--- config.mk ---
export PLATFORM = sky130hd
export DESIGN_NAME = nvbyte_ctrl
export DESIGN_NICKNAME = d
export VERILOG_FILES = /design/src/rtl/nvbyte_pkg.sv /design/src/rtl/nvbyte_cmd_dec.sv /design/src/rtl/nvbyte_seq.sv /design/src/rtl/nvbyte_regs.sv /design/src/rtl/nvbyte_ctrl.sv
export SDC_FILE = /design/constraint.sdc
export NUM_CORES = 1
export LEC_CHECK = 0
export BUFFER_PORTS_ARGS = -buffer_cell sky130_fd_sc_hd__buf_2
export CORE_UTILIZATION = 39
export DETAILED_ROUTE_END_ITERATION = 8
export PLACE_DENSITY = 0.74
export SETUP_SLACK_MARGIN = 0.1
export SYNTH_ARGS = -nofsm -noshare
export SYNTH_HDL_FRONTEND = slang
export SYNTH_SLANG_ARGS = --single-unit
--- constraint.sdc ---
create_clock -name clk -period 1.2 [get_ports clk]
set_input_delay 0.18 -clock clk [delete_from_list [all_inputs] [get_ports clk]]
set_output_delay 0.18 -clock clk [all_outputs]
set_load 0.01 [all_outputs]
--- src/rtl/nvbyte_pkg.sv ---
package nvbyte_pkg;

  localparam logic [2:0] CMD_LD_LO = 3'b100;
  localparam logic [2:0] CMD_LD_HI = 3'b101;
  localparam logic [2:0] CMD_WRITE = 3'b110;
  localparam logic [2:0] CMD_READ  = 3'b111;

  typedef enum logic [2:0] {
    ACT_NONE,
    ACT_LD_LO,
    ACT_LD_HI,
    ACT_WRITE,
    ACT_READ
  } act_e;

  // Map a 3-bit command code onto an internal action.
  function automatic act_e cmd_to_act(logic [2:0] code);
    act_e a;
    case (code)
      CMD_LD_LO: a = ACT_LD_LO;
      CMD_LD_HI: a = ACT_LD_HI;
      CMD_WRITE: a = ACT_WRITE;
      CMD_READ:  a = ACT_READ;
      default:   a = ACT_NONE;
    endcase
    return a;
  endfunction

  // First clock of the write strobe inside a cycle of 'total' clocks.
  function automatic int unsigned we_first(int unsigned total);
    return total / 4;
  endfunction

  // True while clock 'idx' of a write cycle lies in the middle half.
  function automatic logic we_window(int unsigned idx, int unsigned total);
    return (idx >= we_first(total)) && (idx < we_first(total) + total / 2);
  endfunction

endpackage

--- src/rtl/nvbyte_cmd_dec.sv ---
module nvbyte_cmd_dec
  import nvbyte_pkg::*;
(
  input  logic        reg_wr,
  input  logic [31:0] reg_wdata,
  input  logic        busy,
  output act_e        act,
  output logic [7:0]  byte_in,
  output logic        accept,
  output logic        accept_addr,
  output logic        start_mem
);

  localparam int CMD_MSB  = 31;
  localparam int CMD_LSB  = 29;
  localparam int BYTE_MSB = 23;
  localparam int BYTE_LSB = 16;

  logic [2:0] code;

  always_comb begin
    code    = reg_wdata[CMD_MSB:CMD_LSB];
    byte_in = reg_wdata[BYTE_MSB:BYTE_LSB];
    act     = cmd_to_act(code);
  end

  assign accept      = reg_wr && !busy && (act != ACT_NONE);
  assign accept_addr = accept && ((act == ACT_LD_LO) || (act == ACT_LD_HI));
  assign start_mem   = accept && ((act == ACT_WRITE) || (act == ACT_READ));

endmodule

--- src/rtl/nvbyte_seq.sv ---
module nvbyte_seq
  import nvbyte_pkg::*;
#(
  parameter int WRITE_CYCLES = 8,
  parameter int READ_CYCLES  = 4
) (
  input  logic clk,
  input  logic rst_n,
  input  logic start_mem,
  input  act_e act,
  output logic busy,
  output logic rd_op,
  output logic [$clog2((WRITE_CYCLES > READ_CYCLES ? WRITE_CYCLES : READ_CYCLES) + 1)-1:0] cnt,
  output logic done,
  output logic rd_sample
);

  localparam int MAXC  = (WRITE_CYCLES > READ_CYCLES) ? WRITE_CYCLES : READ_CYCLES;
  localparam int CNT_W = $clog2(MAXC + 1);
  localparam logic [CNT_W-1:0] WR_LAST = CNT_W'(WRITE_CYCLES - 1);
  localparam logic [CNT_W-1:0] RD_LAST = CNT_W'(READ_CYCLES - 1);

  logic [CNT_W-1:0] last_idx;

  assign last_idx  = rd_op ? RD_LAST : WR_LAST;
  assign done      = busy && (cnt == last_idx);
  assign rd_sample = done && rd_op;

  always_ff @(posedge clk) begin
    if (!rst_n) begin
      busy  <= 1'b0;
      rd_op <= 1'b0;
      cnt   <= '0;
    end else if (start_mem) begin
      busy  <= 1'b1;
      rd_op <= (act == ACT_READ);
      cnt   <= '0;
    end else if (done) begin
      busy  <= 1'b0;
      cnt   <= '0;
    end else if (busy) begin
      cnt   <= cnt + 1'b1;
    end
  end

endmodule

--- src/rtl/nvbyte_regs.sv ---
module nvbyte_regs
  import nvbyte_pkg::*;
(
  input  logic       clk,
  input  logic       rst_n,
  input  logic       accept,
  input  act_e       act,
  input  logic [7:0] byte_in,
  input  logic       rd_sample,
  input  logic [7:0] mem_rdata,
  output logic [7:0] addr_lo,
  output logic [7:0] addr_hi,
  output logic [7:0] data
);

  always_ff @(posedge clk) begin
    if (!rst_n) begin
      addr_lo <= '0;
      addr_hi <= '0;
      data    <= '0;
    end else if (accept) begin
      case (act)
        ACT_LD_LO: addr_lo <= byte_in;
        ACT_LD_HI: addr_hi <= byte_in;
        ACT_WRITE: data    <= byte_in;
        default:   ;
      endcase
    end else if (rd_sample) begin
      data <= mem_rdata;
    end
  end

endmodule

--- src/rtl/nvbyte_ctrl.sv ---
module nvbyte_ctrl
  import nvbyte_pkg::*;
#(
  parameter int WRITE_CYCLES = 8,
  parameter int READ_CYCLES  = 4
) (
  input  logic        clk,
  input  logic        rst_n,
  input  logic        reg_wr,
  input  logic [31:0] reg_wdata,
  output logic [31:0] reg_rdata,
  output logic [15:0] mem_addr,
  output logic [7:0]  mem_wdata,
  input  logic [7:0]  mem_rdata,
  output logic        mem_we,
  output logic        mem_re
);

  localparam int MAXC  = (WRITE_CYCLES > READ_CYCLES) ? WRITE_CYCLES : READ_CYCLES;
  localparam int CNT_W = $clog2(MAXC + 1);

  act_e             act;
  logic [7:0]       byte_in;
  logic             accept;
  logic             accept_addr;
  logic             start_mem;
  logic             busy;
  logic             rd_op;
  logic [CNT_W-1:0] cnt;
  logic             done;
  logic             rd_sample;
  logic [7:0]       addr_lo;
  logic [7:0]       addr_hi;
  logic [7:0]       data;

  nvbyte_cmd_dec u_dec (
    .reg_wr      (reg_wr),
    .reg_wdata   (reg_wdata),
    .busy        (busy),
    .act         (act),
    .byte_in     (byte_in),
    .accept      (accept),
    .accept_addr (accept_addr),
    .start_mem   (start_mem)
  );

  nvbyte_seq #(
    .WRITE_CYCLES (WRITE_CYCLES),
    .READ_CYCLES  (READ_CYCLES)
  ) u_seq (
    .clk       (clk),
    .rst_n     (rst_n),
    .start_mem (start_mem),
    .act       (act),
    .busy      (busy),
    .rd_op     (rd_op),
    .cnt       (cnt),
    .done      (done),
    .rd_sample (rd_sample)
  );

  nvbyte_regs u_regs (
    .clk       (clk),
    .rst_n     (rst_n),
    .accept    (accept),
    .act       (act),
    .byte_in   (byte_in),
    .rd_sample (rd_sample),
    .mem_rdata (mem_rdata),
    .addr_lo   (addr_lo),
    .addr_hi   (addr_hi),
    .data      (data)
  );

  // Memory port: address and data are driven straight from the registers.
  assign mem_addr  = {addr_hi, addr_lo};
  assign mem_wdata = data;
  assign mem_re    = busy && rd_op;
  assign mem_we    = busy && !rd_op && we_window(32'(cnt), WRITE_CYCLES);

  assign reg_rdata = {busy, 7'b0, data, 16'b0};

endmodule

==> metrics.csv <==
metric;value;unit
drive_gt1_share;55.21;%
whs;162.9;ps
fp.dieW;67.42;um
power.share.combinational;16.9;%
p_clk_share;40.3;%
final_area;2356;sq um
initial_core_util;41.13;%
coreArea;4058;sq um
power_leakage;0.001031;uW
dp_cells;292;
grtUsageTotal;21.11;%
final_antenna_net_count;0;
ir_worst_vdd;583.5;uV
cts_buffers;5;
clk_pin_slew;70;ps
ys_seq_area_share;35.98;%
antenna_found_initial;0;
timing.final.crit_share;117.8;%
worst_slack;-213.2;ps
first_iter_violations;115;
nets;303;
hpwl;2.809;mm
insertion_delay;290;ps
status;finished, violations left;
postSynthCellCount;191;
root_buffer;clkbuf_8;
netSwitchingPower;651.3;uW
yosysTopAreaCellShare;35.98;%
crit_required;1420;ps
p_per_area;1030;nW/um^2
clock-sinks;30;
synthArstFlopShare;0;%
arrival;1630;ps
endpoint_kind;register;
grt_pass1_wl;6.969;mm
vias;1672;
start_kind;register;
netlist_top_cells_area;dfxtp_1 (36%), buf_4 (16%), a21oi_1 (6.3%);
cts_tree;yes;
rsz0062_at_grt;yes;
syn_avg_cell_area;8.739;sq um
rows;23;
violations;negative setup slack;
final_util;58.06;%
syn_to_final_growth;41.15;%
synth-main-ff-cell;dfxtp_1;
power.share.switching;26.85;%
first_global_vias;1442;
setup_viol;31;
synth_cell_types;37;
post_drt_wl_per_cell;14.97;um
report.final.slew_viol_count;0;
gp_congestion;0.8543;
htree_num_levels;2;
io_pins;101;
overflow;0;
path_class;reg2reg;
numPortBuffers;56;
finalWirelength;4.627;mm
fmax;707.6;MHz
synth-edff-count;0;
hold_violations;0;
ys_warn_count;0;
skew;7.096;ps
crit_fanout;8;
hp-class;in2reg;
internal_power;1775;uW
setup-tns-final;-3481;ps
synthesis.area;1669;sq um
drc;0;
first_pass_iters;7;
n_antenna_cell;0;
fp.dieH;67.42;um
grt_max_degree;27;
clockBufferDepth;2;
pwr-share-seq;42.8;%
fin_crit;1413;ps
synth.ff_latch_count;30;
final_cells;309;
via_per_inst;5.411;
placed_area;1956;sq um
synth.largest_area_cell;dfxtp_1;
drv_cap;0;
fp.dieArea;4545;sq um
[Yosys cell counts, types with 2 or more instances]
cell type / n
a211oi_1: 8
a21oi_1: 21
a221oi_1: 8
buf_2: 4
buf_4: 35
clkbuf_1: 3
clkbuf_2: 2
dfxtp_1: 30
ha_1: 2
inv_1: 5
mux2i_1: 8
nand2_1: 7
nand3_1: 17
nor3_1: 2
o21ai_0: 16
o31ai_1: 2
[through the flow]
step / power, uW / setup slack (ps)
floorplan: 1317 / -24.44
global placement: 1379 / -85.59
detailed placement: 1382 / -114.7
CTS: 2403 / -184.5
global route: 2527 / -253.6
finish: 2426 / -213.2
[logic make-up (layout without fill, tap and decap cells)]
logic type	after synthesis	count (layout)	share of synthesized area (%)
DFF	30	30	35.98
other	1	23	0.2247
and+or+nand+nor	37	37	13.87
muxes	8	8	4.798
buffers and inverters	53	99	21.21
xor gates and xnor gates	1	1	0.5248
adders and majority gates	2	2	1.499
AOI/OAI and AO/OA	59	59	21.89
[path summary, 6_finish.rpt]
kind                                        start                 to  slack (ps)  depth (start not counted)
worst max-delay path                   u_seq.busy     u_regs.data[5]        -210                          6
worst min-delay path                reg_wdata[20]  u_regs.addr_hi[4]         160                          3
worst max register to register         u_seq.busy     u_regs.data[5]        -210                          6
worst min register to register  u_regs.addr_lo[2]  u_regs.addr_lo[2]         460                          2
[registers in the layout (all words and copies together), names as in the netlist]
register / flops
u_regs.addr_lo: 8
u_seq.busy: 1
u_seq.cnt: 4
u_regs.addr_hi: 8
u_regs.data: 8
u_seq.rd_op: 1
[repair_timing]
item | 4_1_cts | 5_1_grt
hold buffers | 0 | 0
setup buffers | 7 | 0
pin swaps | 13 | 13
endpoints found under the setup margin | 32 | 33
cloned | 2 | 0
gates resized for setup | 58 | 16
[metal layers]
layer | vias to the layer above | share of wire (%) | track usage, %
li1 | 775 | - | -
met1 | 800 | 41 | 24.85
met2 | 79 | 49 | 34.00
met3 | 18 | 6.4 | 6.757
met4 | 0 | 3.3 | 11.17
met5 | - | 0 | 0
[cells in the final DEF, fill, tap and decap left out, types with 4 or more instances in the layout]
cell,netlist,layout
a211oi_2,0,6
a21oi_1,21,18
a221oi_1,8,8
buf_2,4,56
buf_4,35,17
buf_6,1,8
clkbuf_8,0,8
conb_1,1,23
dfxtp_1,30,24
dfxtp_2,0,5
mux2i_1,8,4
nand2_1,7,6
nand3_1,17,16
o21ai_2,0,16
[power groups by stage]
stage          clock (uW)  sequential [uW]  combinational, uW
2_1_floorplan           0             1070                247
3_3_place_gp            0             1060                319
3_5_place_dp            0             1060                322
4_1_cts               984             1040                381
5_1_grt              1040             1040                443
6_report              977             1040                409
[critical path: stages, from the launching register on]
cell and delay, ps:
dfxtp_2 340, buf_6 120, buf_6 120, nand3b_1 190, buf_12 170, mux2i_4 180
a211oi_2 200
[cell type report]
| cell class | count | area, sq um |
|---|---|---|
| fill | 350 | 1702 |
| multi-input combinational | 130 | 982.2 |
| sequential | 30 | 610.6 |
| timing repair buffer | 85 | 568.0 |
| clock buffer | 8 | 110.1 |
| tap | 50 | 62.56 |
| inverter | 6 | 22.52 |
No activity file was read; power rests on OpenSTA's default activity.
